<file path="config.mk">
export PLATFORM = sky130hd
export DESIGN_NAME = hs_rdwr_ctrl
export DESIGN_NICKNAME = d
export VERILOG_FILES = /design/src/rtl/hs_pkg.sv /design/src/rtl/hs_read_eqn.sv /design/src/rtl/hs_write_seq.sv /design/src/rtl/hs_proto_mon.sv /design/src/rtl/hs_rdwr_ctrl.sv
export SDC_FILE = /design/constraint.sdc
export NUM_CORES = 1
export LEC_CHECK = 0
export BUFFER_PORTS_ARGS = -buffer_cell sky130_fd_sc_hd__buf_2
export CAP_MARGIN = 15
export CORE_AREA = 2 2 39 41
export CTS_CLUSTER_DIAMETER = 40
export CTS_CLUSTER_SIZE = 24
export DETAILED_ROUTE_END_ITERATION = 10
export DIE_AREA = 0 0 41 43
export GPL_TIMING_DRIVEN = 0
export SYNTH_ARGS = -nofsm -noshare
export SYNTH_HDL_FRONTEND = slang
export SYNTH_SLANG_ARGS = --single-unit
</file>
<file path="constraint.sdc">
create_clock -name clk -period 1.9 [get_ports clk]
set_input_delay 0.095 -clock clk [delete_from_list [all_inputs] [get_ports clk]]
set_output_delay 0.095 -clock clk [all_outputs]
set_load 0.02 [all_outputs]
</file>
<file path="src/rtl/hs_pkg.sv">
package hs_pkg;
   typedef enum logic [2:0] {
      W_IDLE, W_EN, W_STB, W_DROP, W_ACK, W_REL
   } wr_state_e;

   // outputs one engine wants to drive
   typedef struct packed {
      logic strobe;
      logic xen;
      logic ack;
   } hs_drive_t;

   // which input transitions an engine permits in its present state
   typedef struct packed {
      logic idle;
      logic ack_rise_ok;
      logic ack_fall_ok;
      logic strb_fall_ok;
   } hs_perm_t;
endpackage

</file>
<file path="src/rtl/hs_read_eqn.sv">
module hs_read_eqn
   import hs_pkg::*;
(
   input  logic      clk,
   input  logic      rst_n,
   input  logic      rd_i,
   input  logic      dev_ack_i,
   output hs_drive_t drv_o,
   output hs_perm_t  perm_o
);
   logic csc_q, xen_q, strb_q, ack_q;

   always_ff @(posedge clk or negedge rst_n) begin
      if (!rst_n) begin
         csc_q  <= 1'b0;
         xen_q  <= 1'b0;
         strb_q <= 1'b0;
         ack_q  <= 1'b0;
      end else begin
         csc_q  <= rd_i;
         xen_q  <= dev_ack_i & csc_q;
         strb_q <= xen_q | csc_q;
         ack_q  <= xen_q;
      end
   end

   assign drv_o = '{strobe: strb_q, xen: xen_q, ack: ack_q};

   always_comb begin
      perm_o.idle         = !csc_q && !strb_q && !xen_q && !ack_q;
      perm_o.ack_rise_ok  = csc_q && strb_q && !xen_q && !ack_q;
      perm_o.ack_fall_ok  = !csc_q && !strb_q && !xen_q;
      perm_o.strb_fall_ok = csc_q && ack_q;
   end

   // the enable never rises without the device strobe up
   p_strobe_first_r2: assert property (@(posedge clk) disable iff (!rst_n)
      $rose(xen_q) |-> strb_q);
   // enable rises only after a sampled device acknowledge
   p_xen_needs_ack_r3: assert property (@(posedge clk) disable iff (!rst_n)
      $rose(xen_q) |-> $past(dev_ack_i));
   // bus acknowledge follows the enable by one edge
   p_ack_after_xen_r4: assert property (@(posedge clk) disable iff (!rst_n)
      $rose(ack_q) |-> $past(xen_q) && strb_q);
   // device strobe drops only once the enable is already low
   p_release_order_r5: assert property (@(posedge clk) disable iff (!rst_n)
      $fell(strb_q) |-> !xen_q && !ack_q);
endmodule

</file>
<file path="src/rtl/hs_write_seq.sv">
module hs_write_seq
   import hs_pkg::*;
(
   input  logic      clk,
   input  logic      rst_n,
   input  logic      wr_i,
   input  logic      dev_ack_i,
   output hs_drive_t drv_o,
   output hs_perm_t  perm_o
);
   wr_state_e st_q, st_d;

   always_comb begin
      st_d = st_q;
      unique case (st_q)
         W_IDLE:  if (wr_i) st_d = W_EN;
         W_EN:    st_d = W_STB;
         W_STB:   if (dev_ack_i) st_d = W_DROP;
         W_DROP:  st_d = W_ACK;
         W_ACK:   if (!wr_i) st_d = W_REL;
         W_REL:   if (!dev_ack_i) st_d = W_IDLE;
         default: st_d = W_IDLE;
      endcase
   end

   always_ff @(posedge clk or negedge rst_n) begin
      if (!rst_n) st_q <= W_IDLE;
      else        st_q <= st_d;
   end

   always_comb begin
      drv_o.xen    = (st_q == W_EN) || (st_q == W_STB);
      drv_o.strobe = (st_q == W_STB) || (st_q == W_DROP) || (st_q == W_ACK);
      drv_o.ack    = (st_q == W_ACK) || (st_q == W_REL);
      perm_o.idle         = (st_q == W_IDLE);
      perm_o.ack_rise_ok  = (st_q == W_STB);
      perm_o.ack_fall_ok  = (st_q == W_REL);
      perm_o.strb_fall_ok = (st_q == W_ACK);
   end

   // the device strobe rises while the enable is already up
   p_wr_en_first_r6: assert property (@(posedge clk) disable iff (!rst_n)
      $rose(drv_o.strobe) |-> drv_o.xen && $past(drv_o.xen));
   // bus acknowledge rises only after the enable has dropped
   p_wr_ack_after_drop_r7: assert property (@(posedge clk) disable iff (!rst_n)
      $rose(drv_o.ack) |-> !drv_o.xen && drv_o.strobe);
   // bus acknowledge drops only after the device strobe is gone
   p_wr_release_r8: assert property (@(posedge clk) disable iff (!rst_n)
      $fell(drv_o.ack) |-> !drv_o.strobe && !dev_ack_i);
endmodule

</file>
<file path="src/rtl/hs_proto_mon.sv">
module hs_proto_mon
   import hs_pkg::*;
#(
   parameter bit WRITE_SUPPORT = 1'b1
) (
   input  logic     clk,
   input  logic     rst_n,
   input  logic     rd_i,
   input  logic     wr_i,
   input  logic     dev_ack_i,
   input  hs_perm_t rd_perm_i,
   input  hs_perm_t wr_perm_i,
   output logic     err_o
);
   logic rd_q, wr_q, ack_q, err_q, viol;
   logic rd_rise, rd_fall, wr_rise, wr_fall, ack_rise, ack_fall, all_idle;

   always_comb begin
      rd_rise  = rd_i & ~rd_q;
      rd_fall  = ~rd_i & rd_q;
      wr_rise  = wr_i & ~wr_q;
      wr_fall  = ~wr_i & wr_q;
      ack_rise = dev_ack_i & ~ack_q;
      ack_fall = ~dev_ack_i & ack_q;
      all_idle = rd_perm_i.idle && wr_perm_i.idle && !dev_ack_i;
      viol = (rd_i && wr_i)
          || (rd_rise && !all_idle)
          || (wr_rise && (!all_idle || !WRITE_SUPPORT))
          || (rd_fall && !rd_perm_i.strb_fall_ok)
          || (wr_fall && !wr_perm_i.strb_fall_ok)
          || (ack_rise && !(rd_perm_i.ack_rise_ok || wr_perm_i.ack_rise_ok))
          || (ack_fall && !((rd_perm_i.ack_fall_ok && wr_perm_i.idle)
                            || wr_perm_i.ack_fall_ok));
   end

   always_ff @(posedge clk or negedge rst_n) begin
      if (!rst_n) begin
         rd_q  <= 1'b0;
         wr_q  <= 1'b0;
         ack_q <= 1'b0;
         err_q <= 1'b0;
      end else begin
         rd_q  <= rd_i;
         wr_q  <= wr_i;
         ack_q <= dev_ack_i;
         err_q <= err_q | viol;
      end
   end

   assign err_o = err_q;

   // once raised the flag holds until reset
   p_err_sticky_r9: assert property (@(posedge clk) disable iff (!rst_n)
      err_q |=> err_q);
   // both strobes together always end in an error
   p_both_strobes_r10: assert property (@(posedge clk) disable iff (!rst_n)
      (rd_i && wr_i) |=> err_q);
endmodule

</file>
<file path="src/rtl/hs_rdwr_ctrl.sv">
module hs_rdwr_ctrl
   import hs_pkg::*;
#(
   parameter bit WRITE_SUPPORT = 1'b1
) (
   input  logic clk,
   input  logic rst_n,
   input  logic rd_strb_i,
   input  logic wr_strb_i,
   input  logic dev_ack_i,
   output logic dev_strb_o,
   output logic xcvr_en_o,
   output logic bus_ack_o,
   output logic proto_err_o
);
   hs_drive_t rd_drv, wr_drv;
   hs_perm_t  rd_perm, wr_perm;

   hs_read_eqn u_read (
      .clk       (clk),
      .rst_n     (rst_n),
      .rd_i      (rd_strb_i),
      .dev_ack_i (dev_ack_i),
      .drv_o     (rd_drv),
      .perm_o    (rd_perm)
   );

   generate
      if (WRITE_SUPPORT) begin : g_write
         hs_write_seq u_write (
            .clk       (clk),
            .rst_n     (rst_n),
            .wr_i      (wr_strb_i),
            .dev_ack_i (dev_ack_i),
            .drv_o     (wr_drv),
            .perm_o    (wr_perm)
         );
      end else begin : g_no_write
         assign wr_drv  = '0;
         assign wr_perm = '{idle: 1'b1, ack_rise_ok: 1'b0,
                            ack_fall_ok: 1'b0, strb_fall_ok: 1'b0};
      end
   endgenerate

   hs_proto_mon #(.WRITE_SUPPORT(WRITE_SUPPORT)) u_mon (
      .clk       (clk),
      .rst_n     (rst_n),
      .rd_i      (rd_strb_i),
      .wr_i      (wr_strb_i),
      .dev_ack_i (dev_ack_i),
      .rd_perm_i (rd_perm),
      .wr_perm_i (wr_perm),
      .err_o     (proto_err_o)
   );

   assign dev_strb_o = rd_drv.strobe | wr_drv.strobe;
   assign xcvr_en_o  = rd_drv.xen    | wr_drv.xen;
   assign bus_ack_o  = rd_drv.ack    | wr_drv.ack;

   // quiet inputs with quiet outputs keep the outputs quiet
   p_idle_quiet_r1: assert property (@(posedge clk) disable iff (!rst_n)
      (!rd_strb_i && !wr_strb_i && !dev_ack_i && $past(!rd_strb_i && !wr_strb_i)
       && !dev_strb_o && !xcvr_en_o && !bus_ack_o)
      |=> (!dev_strb_o && !xcvr_en_o && !bus_ack_o));
endmodule

</file>
## After elaboration in Yosys (flattened, before gate mapping)

Cells that the tools add are included.

- Multiplexer cells: 5
- Reduce and logical (&&, ||, !) cells: 41
- Eq/ne operators: 9
- Bitwise operators: 18

Operator list:

| kind | number |
|---|---|
| 3-bit case mux with 6 select lines | 1 |
| 1-bit logical AND | 17 |
| 1-bit logical OR | 12 |
| 3-bit two-way mux | 4 |
| 1-bit zero test | 10 |
| 2-bit != test, second input constant | 4 |
| 1-bit bitwise AND | 7 |
| 3-bit by 2-bit equality test with 1-bit output, second input constant | 2 |
| 3-bit equality test, second input constant | 2 |
| 1-bit NOT | 6 |
| 1-bit bitwise OR | 5 |
| 4-bit AND reduction | 1 |
| 3-bit by 1-bit equality test with 1-bit output, second input constant | 1 |
| 3-bit zero test | 1 |

- Output and inout port bits: 4
- Bits in registers: 10
- Word-level logic and storage cells: 81
- Input port bits: 5

## Logic depth before layout (Yosys ltp)

- Depth after elaboration: 15
- Gate-level depth with buffers: 5
- Mapped depth without buffers: 4

## Cells and area by module

From an unflattened synthesis, not the netlist that was laid out.

- Cells, all modules: 55
- Area total of the unflattened synthesis: 573.0 um2

By module, submodules not included:

| module | sequential area each (um2) | instances | cells an instance | area an instance (um2) |
|---|---|---|---|---|
| hs_write_seq | 75.1 | 1 | 22 | 198.9 |
| hs_proto_mon | 100.1 | 1 | 17 | 181.4 |
| hs_read_eqn | 100.1 | 1 | 13 | 173.9 |
| hs_rdwr_ctrl | 0.0 | 1 | 3 | 18.8 |

## Least setup slack after synthesis

OpenSTA, ideal clock, no wires.

- Path type: register to register
- Start: register g_write.u_write.st_q[0]
- End: register u_mon.err_q, in the netlist u_mon.err_o
- Required time: 1.752 ns
- Library setup time: 0.148 ns
- Arrival: 1.275 ns
- Slack: 0.477 ns
- Stages on the path, launching flop included: 5
- Path through: dfrtp_1 -> buf_6 -> or4_4 -> a211oi_2 -> o211ai_1

- Cells in the longest elaborated chain, start to end: 12
- Elaborated cells on any way between the ends: 25

Ends and longest elaborated chain:

| what | RTL line | RTL |
|---|---|---|
| start: declaration | hs_write_seq.sv:11 | `wr_state_e st_q, st_d;` |
| start signal: assignment | hs_write_seq.sv:28 | `else st_q <= st_d;` |
| 3-bit zero test | hs_write_seq.sv:35 | `perm_o.idle = (st_q == W_IDLE);` |
| 1-bit logical AND (2 in a row) | hs_proto_mon.sv:25 | `all_idle = rd_perm_i.idle && wr_perm_i.idle && !dev_ack_i;` |
| 1-bit zero test | hs_proto_mon.sv:27, hs_proto_mon.sv:28 |  |
| 1-bit logical AND | hs_proto_mon.sv:27 | `\|\| (rd_rise && !all_idle)` |
| 1-bit logical OR | hs_proto_mon.sv:27 |  |
| 1-bit logical OR | hs_proto_mon.sv:28 | `\|\| (wr_rise && (!all_idle \|\| !WRITE_SUPPORT))` |
| 1-bit logical OR | hs_proto_mon.sv:29 | `\|\| (rd_fall && !rd_perm_i.strb_fall_ok)` |
| 1-bit logical OR | hs_proto_mon.sv:30 | `\|\| (wr_fall && !wr_perm_i.strb_fall_ok)` |
| 1-bit logical OR | hs_proto_mon.sv:31 | `\|\| (ack_rise && !(rd_perm_i.ack_rise_ok \|\| wr_perm_i.ack_rise_ok))` |
| 1-bit logical OR * | hs_proto_mon.sv:32 | `\|\| (ack_fall && !((rd_perm_i.ack_fall_ok && wr_perm_i.idle)` |
| 1-bit bitwise OR * | hs_proto_mon.sv:46 | `err_q <= err_q \| viol;` |
| end signal: assignment | hs_proto_mon.sv:46 |  |
| end: declaration | hs_proto_mon.sv:15 | `logic rd_q, wr_q, ack_q, err_q, viol;` |

Mark *: on every way between the ends. The rest lies on a longest branch, timed or not.
A chain may end at the register's enable or synchronous reset.

## Final worst setup path

- Start: register g_write.u_write.st_q[2]
- End: output port dev_strb_o

- Cells in the longest elaborated chain, start to end: 4
- Elaborated cells on any way between the ends: 6

Ends and longest elaborated chain:

| what | RTL line | RTL |
|---|---|---|
| 3-bit by 2-bit equality test with 1-bit output | hs_write_seq.sv:33 | `drv_o.strobe = (st_q == W_STB) \|\| (st_q == W_DROP) \|\| (st_q == W_ACK);` |
| 1-bit logical OR | hs_write_seq.sv:33 |  |
| 1-bit logical OR * | hs_write_seq.sv:33 |  |
| 1-bit bitwise OR * | hs_rdwr_ctrl.sv:56 | `assign dev_strb_o = rd_drv.strobe \| wr_drv.strobe;` |
| end: declaration | hs_rdwr_ctrl.sv:11 | `output logic dev_strb_o,` |

Marked as above.

==> flow_summary.json <==
{
  "ys_types": 21,
  "power.leakage_nw": 0.266,
  "ys_seq_area_frac": 0.522,
  "end_kind": "primary output",
  "drive_gt1_frac": 0.339,
  "grt_overflow": 0,
  "grt_pass1_vias": 359,
  "relSlewSlack": 0.753,
  "timing.final.crit_share": 0.798,
  "dp_hpwl_um": 632,
  "syn_area_um2": 479,
  "cts_buffer_depth": 2,
  "internal_power_mw": 0.496,
  "vias": 369,
  "cts_setup_buffers": 0,
  "cts.htree.levels": 1,
  "fmax_ghz": 0.659,
  "hold_path_class": "in -> reg",
  "routed_wl_um": 850,
  "grt_util_met1": 0.171,
  "post-place-cells": 68,
  "grt_use_total": 0.125,
  "root_buffer": "clkbuf_4",
  "fillerInstances": 128,
  "row_count": 14,
  "clkPwrFrac": 0.253,
  "max-cap-violations": 0,
  "syn_inst": 44,
  "syn_avg_cell_area_um2": 10.9,
  "crit_type": "reg -> out",
  "die_w_um": 41,
  "r2r_slack_ps": 420,
  "switchingPower_mw": 0.244,
  "start_kind": "register",
  "seqPwrFrac": 0.389,
  "route.detailed.drc": 0,
  "ios": 9,
  "synth-seq-cells": 10,
  "routabilityCongestion": 0.811,
  "area_growth_pct": 26.4,
  "worstMarginPinSlew_ps": 361,
  "ys_warn_count": 0,
  "fin_nets": 65,
  "required_ps": 1800,
  "clock_skew_ps": 5.36,
  "use_met2": 0.178,
  "wl_per_cell_um": 11.3,
  "setup_violations": 0,
  "status": "complete, no violations",
  "drt_iter0_drc": 9,
  "rsz0062_at_grt": "no",
  "portBuffers": 8,
  "dr.pass1.iters": 4,
  "antenna_found_initial": 0,
  "grt_max_degree": 11,
  "numCtsBuffers": 3,
  "grt-busiest-layer": "met2",
  "combPwrFrac": 0.359,
  "hold_viol": 0,
  "cp_max_fo": 7,
  "die_h_um": 43,
  "clk_pin_slew_ps": 70,
  "stdcell_count": 75,
  "coreArea_um2": 1380,
  "viasPerCell": 4.92,
  "dieArea_um2": 1760,
  "antennaDiodeCount": 0,
  "grt_pass1_wl_um": 1440,
  "fin_setup_tns_ps": 0,
  "postRouteAntennaNets": 0,
  "initial_utilization": 0.346,
  "irDropWorstVdd_mv": 0.480,
  "clkLatencyLatePin_ps": 260,
  "met3_usage": 0.0314,
  "fin_total_pwr_mw": 0.740,
  "syn_nets": 49,
  "slew_violations": 0,
  "cp_data_arrival_time_ps": 1420,
  "period_needed_ps": 1520,
  "power.density_nw_per_um2": 1220,
  "netSwitchingFraction": 0.329,
  "cts_num_sinks": 10,
  "cts_tree": "yes"
}
==> metal layers <==
layer	up-vias	part of all wire
met3	0	0.019
met5	-	0
met4	0	0
met2	4	0.48
met1	178	0.50
li1	187	-
==> cell families after synthesis <==
group | synth area share
AO/OA/AOI/OAI | 0.131
XOR/XNOR | 0.0366
buffers and inverters | 0.0470
flip-flops | 0.522
AND/OR/NAND/NOR | 0.264
==> stage by stage <==
step,hold WS [ps],cell area [um2],utilization,setup slack [ps]
after floorplan,-201,479,-,477
after global placement,-31.9,539,0.390,394
after detailed placement,-34.0,539,0.390,420
after CTS,10.4,606,0.438,373
after global routing,11.4,606,0.438,218
final,23.5,606,0.438,383
==> power by group through the flow <==
| stage | sequential, mW | clock (mW) | combinational, mW |
|---|---|---|---|
| floorplan | 0.281 | 0 | 0.209 |
| global placement | 0.290 | 0 | 0.263 |
| detailed placement | 0.291 | 0 | 0.265 |
| CTS | 0.287 | 0.195 | 0.271 |
| global route | 0.294 | 0.209 | 0.298 |
| finish | 0.288 | 0.187 | 0.265 |
==> critical path, stage by stage (launching register included) <==
cell and delay, ps:
dfrtp_1 460, nor3b_1 180, or3_1 350, buf_2 170
==> state kept, by name (all words and copies together), names as in the netlist <==
| name | count |
|---|---|
| g_write.u_write.st_q | 3 |
| u_mon.ack_q | 1 |
| u_mon.err_o | 1 |
| u_mon.rd_q | 1 |
| u_mon.wr_q | 1 |
| u_read.ack_q | 1 |
| u_read.strb_q | 1 |
| u_read.xen_q | 1 |
==> path summary, 6_finish.rpt <==
check	start	cells after the start	to
worst max-delay path	g_write.u_write.st_q[2]$_DFFE_PN0P_	3	dev_strb_o
worst min-delay path	dev_ack_i	1	u_mon.ack_q$_DFF_PN0_
worst max register to register	g_write.u_write.st_q[0]$_DFFE_PN0P_	4	u_mon.err_o$_DFF_PN0_
worst min register to register	u_read.xen_q$_DFF_PN0_	0	u_read.ack_q$_DFF_PN0_
max in group asynchronous	rst_n	2	u_read.strb_q$_DFF_PN0_
min in group asynchronous	rst_n	2	g_write.u_write.st_q[2]$_DFFE_PN0P_
==> what timing repair did <==
item / CTS / global route
gates resized for setup: 0 / 0
hold buffers: 3 / 0
hold endpoints to repair: 12 / 0
==> final cells by class <==
| type | count | area [um2] | share of cell area |
|---|---|---|---|
| buffer | 1 | 11.3 | 0.0186 |
| sequential | 10 | 250 | 0.413 |
| clock buffer | 4 | 36.3 | 0.0599 |
| tap | 16 | 20.0 | 0.0331 |
| inverter | 3 | 11.3 | 0.0186 |
| multi-input combinational | 30 | 206 | 0.341 |
| timing repair buffer | 11 | 70.1 | 0.116 |
==> cells in the mapped netlist <==
master,count,share of area
nand2_1,3,0.023
nor2b_1,3,0.039
o21ai_1,1,0.010
or4_1,1,0.016
a2111oi_0,1,0.018
and2_1,1,0.013
nor3b_1,3,0.047
a211oi_2,1,0.026
inv_1,3,0.023
or3_1,1,0.013
a31oi_1,2,0.026
o22ai_1,1,0.013
nor4bb_1,1,0.021
or4_4,1,0.023
buf_6,1,0.023
a22o_2,1,0.021
xnor2_1,2,0.037
dfrtp_1,10,0.52
or2_2,4,0.052
o211ai_1,1,0.016
nor2_1,2,0.016
==> cells in the final DEF, fill, tap and decap left out <==
cell / synthesis / layout
o22ai_1: 1 / 1
xnor2_1: 2 / 2
clkbuf_8: 0 / 1
nor4bb_1: 1 / 1
a2111oi_0: 1 / 1
or2_2: 4 / 4
dfrtp_1: 10 / 10
nor2_1: 2 / 2
and2_1: 1 / 1
a211oi_2: 1 / 1
inv_1: 3 / 3
o21ai_1: 1 / 1
nand2_1: 3 / 3
a31oi_1: 2 / 2
a22o_2: 1 / 1
buf_6: 1 / 1
dlygate4sd3_1: 0 / 3
or4_4: 1 / 1
nor3b_1: 3 / 3
nor2b_1: 3 / 3
or4_1: 1 / 1
o211ai_1: 1 / 1
clkbuf_4: 0 / 3
buf_2: 0 / 8
or3_1: 1 / 1
No activity file was read; power rests on OpenSTA's default activity.
